**config.mk**
```make
export PLATFORM = sky130hd
export DESIGN_NAME = regfile_readback_mux
export DESIGN_NICKNAME = d
export VERILOG_FILES = /design/src/rtl/rbmux_pkg.sv /design/src/rtl/rbmux_table.sv /design/src/rtl/rbmux_stage1.sv /design/src/rtl/rbmux_stage2.sv /design/src/rtl/regfile_readback_mux.sv
export SDC_FILE = /design/constraint.sdc
export NUM_CORES = 1
export LEC_CHECK = 0
export CAP_MARGIN = 20
export CORE_AREA = 2 2 516 518
export DETAILED_ROUTE_END_ITERATION = 7
export DIE_AREA = 0 0 518 520
export PLACE_DENSITY = 0.42
export SKIP_LAST_GASP = 1
export SYNTH_ARGS = -nofsm -noshare
export SYNTH_HDL_FRONTEND = slang
export SYNTH_HIERARCHICAL = 1
export SYNTH_SLANG_ARGS = --single-unit
```
**constraint.sdc**
```tcl
create_clock -name clk -period 2.9 [get_ports clk]
set_clock_uncertainty 0.15 [all_clocks]
set_input_delay 0.435 -clock clk [delete_from_list [all_inputs] [get_ports clk]]
set_output_delay 0.435 -clock clk [all_outputs]
set_load 0.05 [all_outputs]
```
**src/rtl/rbmux_pkg.sv**
```systemverilog
package rbmux_pkg;

    // Address width needed to index a table padded to a power of two.
    function automatic int tbl_addr_w(input int n_regs);
        return (n_regs <= 2) ? 1 : $clog2(n_regs);
    endfunction

    // Low bits used inside a first-stage group: the smaller half.
    function automatic int grp_lo_w(input int addr_w);
        return (addr_w < 2) ? 1 : addr_w / 2;
    endfunction

endpackage

```
**src/rtl/rbmux_table.sv**
```systemverilog
module rbmux_table #(
    parameter int                   NUM_REGS    = 40,
    parameter int                   DATA_W      = 32,
    parameter int                   DEPTH       = 64,
    parameter logic [DATA_W-1:0]    DEFAULT_VAL = '0,
    parameter logic [NUM_REGS-1:0]  VALID_MASK  = '1
) (
    input  logic [NUM_REGS*DATA_W-1:0] reg_vals,
    output logic [DEPTH*DATA_W-1:0]    tbl_data,
    output logic [DEPTH-1:0]           tbl_valid
);

    // Mapped slots carry the raw register word; the valid bit decides later
    // whether the word or the default leaves the block.
    for (genvar i = 0; i < DEPTH; i++) begin : g_slot
        if (i < NUM_REGS) begin : g_map
            assign tbl_data[i*DATA_W +: DATA_W] = reg_vals[i*DATA_W +: DATA_W];
            assign tbl_valid[i]                 = VALID_MASK[i];
        end else begin : g_pad
            assign tbl_data[i*DATA_W +: DATA_W] = DEFAULT_VAL;
            assign tbl_valid[i]                 = 1'b0;
        end
    end

endmodule

```
**src/rtl/rbmux_stage1.sv**
```systemverilog
module rbmux_stage1 #(
    parameter int DATA_W  = 32,
    parameter int LO_W    = 3,
    parameter int HI_W    = 3,
    localparam int GRP_SZ  = 2 ** LO_W,
    localparam int NUM_GRP = 2 ** HI_W,
    localparam int DEPTH   = GRP_SZ * NUM_GRP
) (
    input  logic                      clk,
    input  logic                      rst_n,
    input  logic                      rd_en,
    input  logic [LO_W-1:0]           lo_sel,
    input  logic [HI_W-1:0]           hi_sel,
    input  logic [DEPTH*DATA_W-1:0]   tbl_data,
    input  logic [DEPTH-1:0]          tbl_valid,
    output logic [NUM_GRP*DATA_W-1:0] grp_data_q,
    output logic [NUM_GRP-1:0]        grp_valid_q,
    output logic [HI_W-1:0]           hi_q,
    output logic                      vld_q
);

    for (genvar g = 0; g < NUM_GRP; g++) begin : g_grp
        logic [DATA_W-1:0] pick_data;
        logic              pick_valid;

        always_comb begin
            pick_data  = tbl_data[(g*GRP_SZ + int'(lo_sel))*DATA_W +: DATA_W];
            pick_valid = tbl_valid[g*GRP_SZ + int'(lo_sel)];
        end

        always_ff @(posedge clk or negedge rst_n) begin
            if (!rst_n) begin
                grp_data_q[g*DATA_W +: DATA_W] <= '0;
                grp_valid_q[g]                 <= 1'b0;
            end else if (rd_en) begin
                grp_data_q[g*DATA_W +: DATA_W] <= pick_data;
                grp_valid_q[g]                 <= pick_valid;
            end
        end
    end

    // Group index travels one cycle behind so it meets the registered groups.
    always_ff @(posedge clk or negedge rst_n) begin
        if (!rst_n) begin
            hi_q  <= '0;
            vld_q <= 1'b0;
        end else begin
            vld_q <= rd_en;
            if (rd_en) hi_q <= hi_sel;
        end
    end

    AST_STAGE_ADVANCE: assert property (@(posedge clk) disable iff (!rst_n)
        rd_en |=> vld_q);

endmodule

```
**src/rtl/rbmux_stage2.sv**
```systemverilog
module rbmux_stage2 #(
    parameter int                DATA_W      = 32,
    parameter int                HI_W        = 3,
    parameter logic [DATA_W-1:0] DEFAULT_VAL = '0,
    localparam int NUM_GRP = 2 ** HI_W
) (
    input  logic                      clk,
    input  logic                      rst_n,
    input  logic                      vld_q,
    input  logic [HI_W-1:0]           hi_q,
    input  logic [NUM_GRP*DATA_W-1:0] grp_data_q,
    input  logic [NUM_GRP-1:0]        grp_valid_q,
    output logic [DATA_W-1:0]         rd_data,
    output logic                      rd_done,
    output logic                      rd_err
);

    logic [DATA_W-1:0] sel_data;
    logic              sel_valid;

    always_comb begin
        sel_data  = grp_data_q[int'(hi_q)*DATA_W +: DATA_W];
        sel_valid = grp_valid_q[hi_q];
    end

    always_ff @(posedge clk or negedge rst_n) begin
        if (!rst_n) begin
            rd_data <= '0;
            rd_done <= 1'b0;
            rd_err  <= 1'b0;
        end else begin
            rd_done <= vld_q;
            rd_err  <= vld_q & ~sel_valid;
            if (!vld_q)         rd_data <= '0;
            else if (sel_valid) rd_data <= sel_data;
            else                rd_data <= DEFAULT_VAL;
        end
    end

    AST_DONE_FOLLOWS: assert property (@(posedge clk) disable iff (!rst_n)
        vld_q |=> rd_done);
    AST_ERR_NEEDS_DONE: assert property (@(posedge clk) disable iff (!rst_n)
        rd_err |-> rd_done);
    AST_IDLE_QUIET: assert property (@(posedge clk) disable iff (!rst_n)
        !rd_done |-> (rd_data == '0));
    AST_ERR_DEFAULT: assert property (@(posedge clk) disable iff (!rst_n)
        rd_err |-> (rd_data == DEFAULT_VAL));

endmodule

```
**src/rtl/regfile_readback_mux.sv**
```systemverilog
module regfile_readback_mux #(
    parameter int                   NUM_REGS    = 40,
    parameter int                   DATA_W      = 32,
    parameter logic [DATA_W-1:0]    DEFAULT_VAL = 32'hDEAD_BEEF,
    parameter logic [NUM_REGS-1:0]  VALID_MASK  = '1,
    localparam int ADDR_W = rbmux_pkg::tbl_addr_w(NUM_REGS)
) (
    input  logic                       clk,
    input  logic                       rst_n,
    input  logic [NUM_REGS*DATA_W-1:0] reg_vals,
    input  logic                       rd_en,
    input  logic [ADDR_W-1:0]          rd_addr,
    output logic [DATA_W-1:0]          rd_data,
    output logic                       rd_done,
    output logic                       rd_err
);

    localparam int LO_W    = rbmux_pkg::grp_lo_w(ADDR_W);
    localparam int HI_W    = ADDR_W - LO_W;
    localparam int DEPTH   = 2 ** ADDR_W;
    localparam int NUM_GRP = 2 ** HI_W;

    logic [DEPTH*DATA_W-1:0]   tbl_data;
    logic [DEPTH-1:0]          tbl_valid;
    logic [NUM_GRP*DATA_W-1:0] grp_data_q;
    logic [NUM_GRP-1:0]        grp_valid_q;
    logic [HI_W-1:0]           hi_q;
    logic                      vld_q;

    rbmux_table #(
        .NUM_REGS(NUM_REGS), .DATA_W(DATA_W), .DEPTH(DEPTH),
        .DEFAULT_VAL(DEFAULT_VAL), .VALID_MASK(VALID_MASK)
    ) table_i (
        .reg_vals(reg_vals), .tbl_data(tbl_data), .tbl_valid(tbl_valid)
    );

    rbmux_stage1 #(.DATA_W(DATA_W), .LO_W(LO_W), .HI_W(HI_W)) stage1_i (
        .clk(clk), .rst_n(rst_n), .rd_en(rd_en),
        .lo_sel(rd_addr[LO_W-1:0]), .hi_sel(rd_addr[ADDR_W-1:LO_W]),
        .tbl_data(tbl_data), .tbl_valid(tbl_valid),
        .grp_data_q(grp_data_q), .grp_valid_q(grp_valid_q),
        .hi_q(hi_q), .vld_q(vld_q)
    );

    rbmux_stage2 #(.DATA_W(DATA_W), .HI_W(HI_W), .DEFAULT_VAL(DEFAULT_VAL)) stage2_i (
        .clk(clk), .rst_n(rst_n), .vld_q(vld_q), .hi_q(hi_q),
        .grp_data_q(grp_data_q), .grp_valid_q(grp_valid_q),
        .rd_data(rd_data), .rd_done(rd_done), .rd_err(rd_err)
    );

    AST_READ_LATENCY: assert property (@(posedge clk) disable iff (!rst_n)
        rd_en |=> ##1 rd_done);
    AST_PAD_FLAGGED: assert property (@(posedge clk) disable iff (!rst_n)
        (rd_en && int'(rd_addr) >= NUM_REGS) |=> ##1 rd_err);

endmodule

```
==> flow_metrics.env, run 1 <==
export IMPL_finalCriticalPeriod_ps=2735
export IMPL_drv_slew=0
export IMPL_multi_input_area_sq_um=24370
export IMPL_yosysSeqAreaShare=0.1635
export IMPL_port_buffers=1322
export IMPL_clk_latency_ps=710
export IMPL_cp_max_fo=1
export IMPL_ant_nets=0
export IMPL_cts_sinks=302
export IMPL_gp_congestion=0.9164
export IMPL_critPathArrivalTime_ps=2150
export IMPL_cp_start_kind="flip-flop"
export IMPL_wl_mm=215.0
export IMPL_seq_area_sq_um=7570
export IMPL_rsz0062_at_grt="no"
export IMPL_critPathTopFamily="buffers and inverters"
export IMPL_cts_root_buf="clkbuf_16"
export IMPL_setup_viol=0
export IMPL_antenna_found_initial=109
export IMPL_avgSynthCellArea_sq_um=9.197
export IMPL_grt_first_pass_wirelength_mm=286.9
export IMPL_synthFlopType="dfrtp_1"
export IMPL_synth_compound_gate_area_share=0.1299
export IMPL_drive_above_1_share=0.1601
export IMPL_relSlewSlack=0.3218
export IMPL_grt_max_degree=106
export IMPL_required_ps=2320
export IMPL_p_per_area_nw_per_um2=373.0
export IMPL_drcViolationCount=0
export IMPL_worstPathCellList="clkdlybuf4s50_1"
export IMPL_grt_ovfl_total=0
export IMPL_die_area_sq_um=269400
export IMPL_max_freq_ghz=0.3657
export IMPL_synth_cells=5024
export IMPL_vdd_drop_max_uv=449.3
export IMPL_rr_startpoint="stage1_i/hi_q[0]"
export IMPL_die_h_microns=520
export IMPL_pre_cts_ws_ps=-126.6
export IMPL_use_met2=0.2749
export IMPL_yosysUniqueCellTypes=26
export IMPL_firstDrtPassIters=5
export IMPL_path_buf_inv=1
export IMPL_top_usage_layer="met2"
export IMPL_cts_setup_buffers=0
export IMPL_via_count=31410
export IMPL_yosys_area_share_simple=0.05643
export IMPL_cts_tree="done"
export IMPL_worstSetupPathType="flip-flop to output pin"
export IMPL_final_hold_viol_count=0
export IMPL_clk_pin_slew_ps=70
export IMPL_critPathMaxStageDelay_ps=930
export IMPL_worstMarginPinSlew_ps=988.9
export IMPL_initial_core_util=0.1751
export IMPL_area_growth_pct=15.84
export IMPL_rows=189
export IMPL_dieWidth_microns=518
export IMPL_cp_slowest_cell="clkdlybuf4s50_1"
export IMPL_synth_fa_ha_area_frac=0
export IMPL_n_fill_cell=29100
export IMPL_synth_area_mux_share=0.2719
export IMPL_netlist_area_sq_um=46210
export IMPL_setup_worst_path_start="stage2_i/rd_data[21]"
export IMPL_clk_path_buf_depth=3
export IMPL_grt_pass1_vias=32580
export IMPL_cts_resized=0
export IMPL_synth_warning_count=6
export IMPL_dp_hpwl_mm=178.1
export IMPL_avgRoutedWirePerCell_microns=25.02
export IMPL_p_total_mw=19.97
export IMPL_p_leak_nw=22.33
export IMPL_status="finished clean"
export IMPL_met1_usage=0.1857
export IMPL_h_tree_depth=2
export IMPL_synth_seq_cells=302
export IMPL_period_share=0.9430
export IMPL_synth_top_family_by_area="buffers and inverters"
export IMPL_grt_total_usage=0.1545
export IMPL_async_flop_share=1.000
export IMPL_maxCapViolations=0
export IMPL_synth_edf_count=0
export IMPL_critPathCaptureType="output pin"
export IMPL_via_per_inst=3.655
export IMPL_core_sq_um=263900
export IMPL_hold_path_class="primary input to async pin"
export IMPL_initialDrtViolationCount=1308
export IMPL_io_pins=1323
export IMPL_gr_usage_met3=0.03514
export IMPL_finalSetupTns_ps=0
export IMPL_synthXorXnorAreaFrac=0
export IMPL_nets=6277
export IMPL_fin_ws_ps=165.4
export IMPL_cts_made_buffers=50
cell families after synthesis:
kind of cell	count (synthesis)
compound gates	709
buf+inv	2435
flops	302
mux	1106
other cells	2
simple gates	470
power by group:
part	internal [mW]	total [mW]	switching, mW
logic	4.03	7.52	3.49
clock network	4.00	6.71	2.71
registers	4.80	5.73	0.929
total	12.8	20.0	7.13
cells in the final DEF, fill, tap and decap left out, types with 13 or more instances in the layout:
cell and instances:
nor2b_1 264, a31o_2 141, buf_12 50, a41o_1 81
o221ai_1 53, clkbuf_16 50, a22oi_1 237, nand3_1 82
nand2_1 81, mux4_2 93, diode_2 34, nand2b_1 24
buf_4 153, conb_1 832, o22a_1 183, mux2i_1 750
clkbuf_8 13, dfrtp_1 298, mux2_2 263, clkdlybuf4s50_1 1307
layer usage:
| metal | wire, microns | up-vias | part of all wire |
|---|---|---|---|
| met1 | 89540 | 15240 | 0.42 |
| met4 | 5851 | 32 | 0.027 |
| met2 | 107400 | 1073 | 0.50 |
| met3 | 12040 | 219 | 0.056 |
| met5 | 192 | - | 0.00089 |
| li1 | - | 14850 | - |
cells in the mapped netlist, types with 2 or more instances:
| master | instances | area (sq um) |
|---|---|---|
| a22oi_1 | 237 | 1779 |
| a31o_1 | 2 | 17.52 |
| a31o_2 | 141 | 1235 |
| a41o_1 | 81 | 810.8 |
| buf_1 | 8 | 30.03 |
| buf_2 | 108 | 540.5 |
| buf_4 | 2161 | 16220 |
| buf_6 | 8 | 90.09 |
| buf_8 | 2 | 30.03 |
| clkbuf_1 | 148 | 555.5 |
| conb_1 | 2 | 7.510 |
| dfrtp_1 | 302 | 7557 |
| mux2_2 | 263 | 2962 |
| mux2i_1 | 750 | 7507 |
| mux4_2 | 93 | 2095 |
| nand2_1 | 82 | 307.8 |
| nand2b_1 | 25 | 156.4 |
| nand3_1 | 82 | 410.4 |
| nor2_1 | 10 | 37.54 |
| nor2b_1 | 269 | 1683 |
| o211ai_1 | 11 | 82.58 |
| o221ai_1 | 53 | 464.2 |
| o22a_1 | 183 | 1603 |
repair_timing:
action / 4_1_cts / 5_1_grt
setup endpoints to repair: 0 / 0
hold buffers: 2 / 0
endpoints found under the hold margin: 138 / 0
state kept, by name, summed over array words and instances (netlist names):
| name | cells |
|---|---|
| stage1_i/grp_data_q | 256 |
| stage2_i/rd_data | 32 |
| stage1_i/grp_valid_q | 8 |
| stage1_i/hi_q | 3 |
| stage1_i/vld_q | 1 |
| stage2_i/rd_done | 1 |
| stage2_i/rd_err | 1 |
area by class of cell:
type | count | share of cell area
diodes | 34 | 0.001589
clock inverters | 23 | 0.005820
clock buffers | 69 | 0.02695
multi-input cells | 3117 | 0.4553
flip-flops and latches | 302 | 0.1414
repair buffers | 1517 | 0.2863
well taps | 3533 | 0.08258
stage by stage:
| stage | utilization | cells | hold WS (ps) | area [sq um] |
|---|---|---|---|---|
| after CTS | 0.2025 | 8561 | 57.15 | 53440 |
| after global routing | 0.2026 | 8574 | 77.95 | 53480 |
| after detailed placement | 0.1958 | 8467 | 263.7 | 51670 |
| final | 0.2028 | 8595 | 99.33 | 53530 |
| after global placement | 0.1958 | 8467 | 255.8 | 51670 |
| after floorplan | - | 5854 | -10.59 | 49320 |
worst paths after layout:
kind | end | slack (ps) | cells past startpoint
hold reg to reg | stage1_i/grp_data_q[246] | 350 | 1
max in group asynchronous | stage1_i/grp_data_q[168] | 1600 | 3
hold / removal | stage1_i/grp_data_q[92] | 100 | 2
min in group clk | stage1_i/grp_data_q[50] | 130 | 3
setup / recovery | rd_data[21] | 170 | 1
setup reg to reg | stage2_i/rd_data[29] | 490 | 5
No activity file was read; power rests on OpenSTA's default activity.
==> run 2, diff against run 1 <==
Settings changed: CAP_MARGIN 20 to unset, TNS_END_PERCENT set to 100.
==> results of run 2 <==
The final DEF is identical to that of run 1; final timing and power are the same.
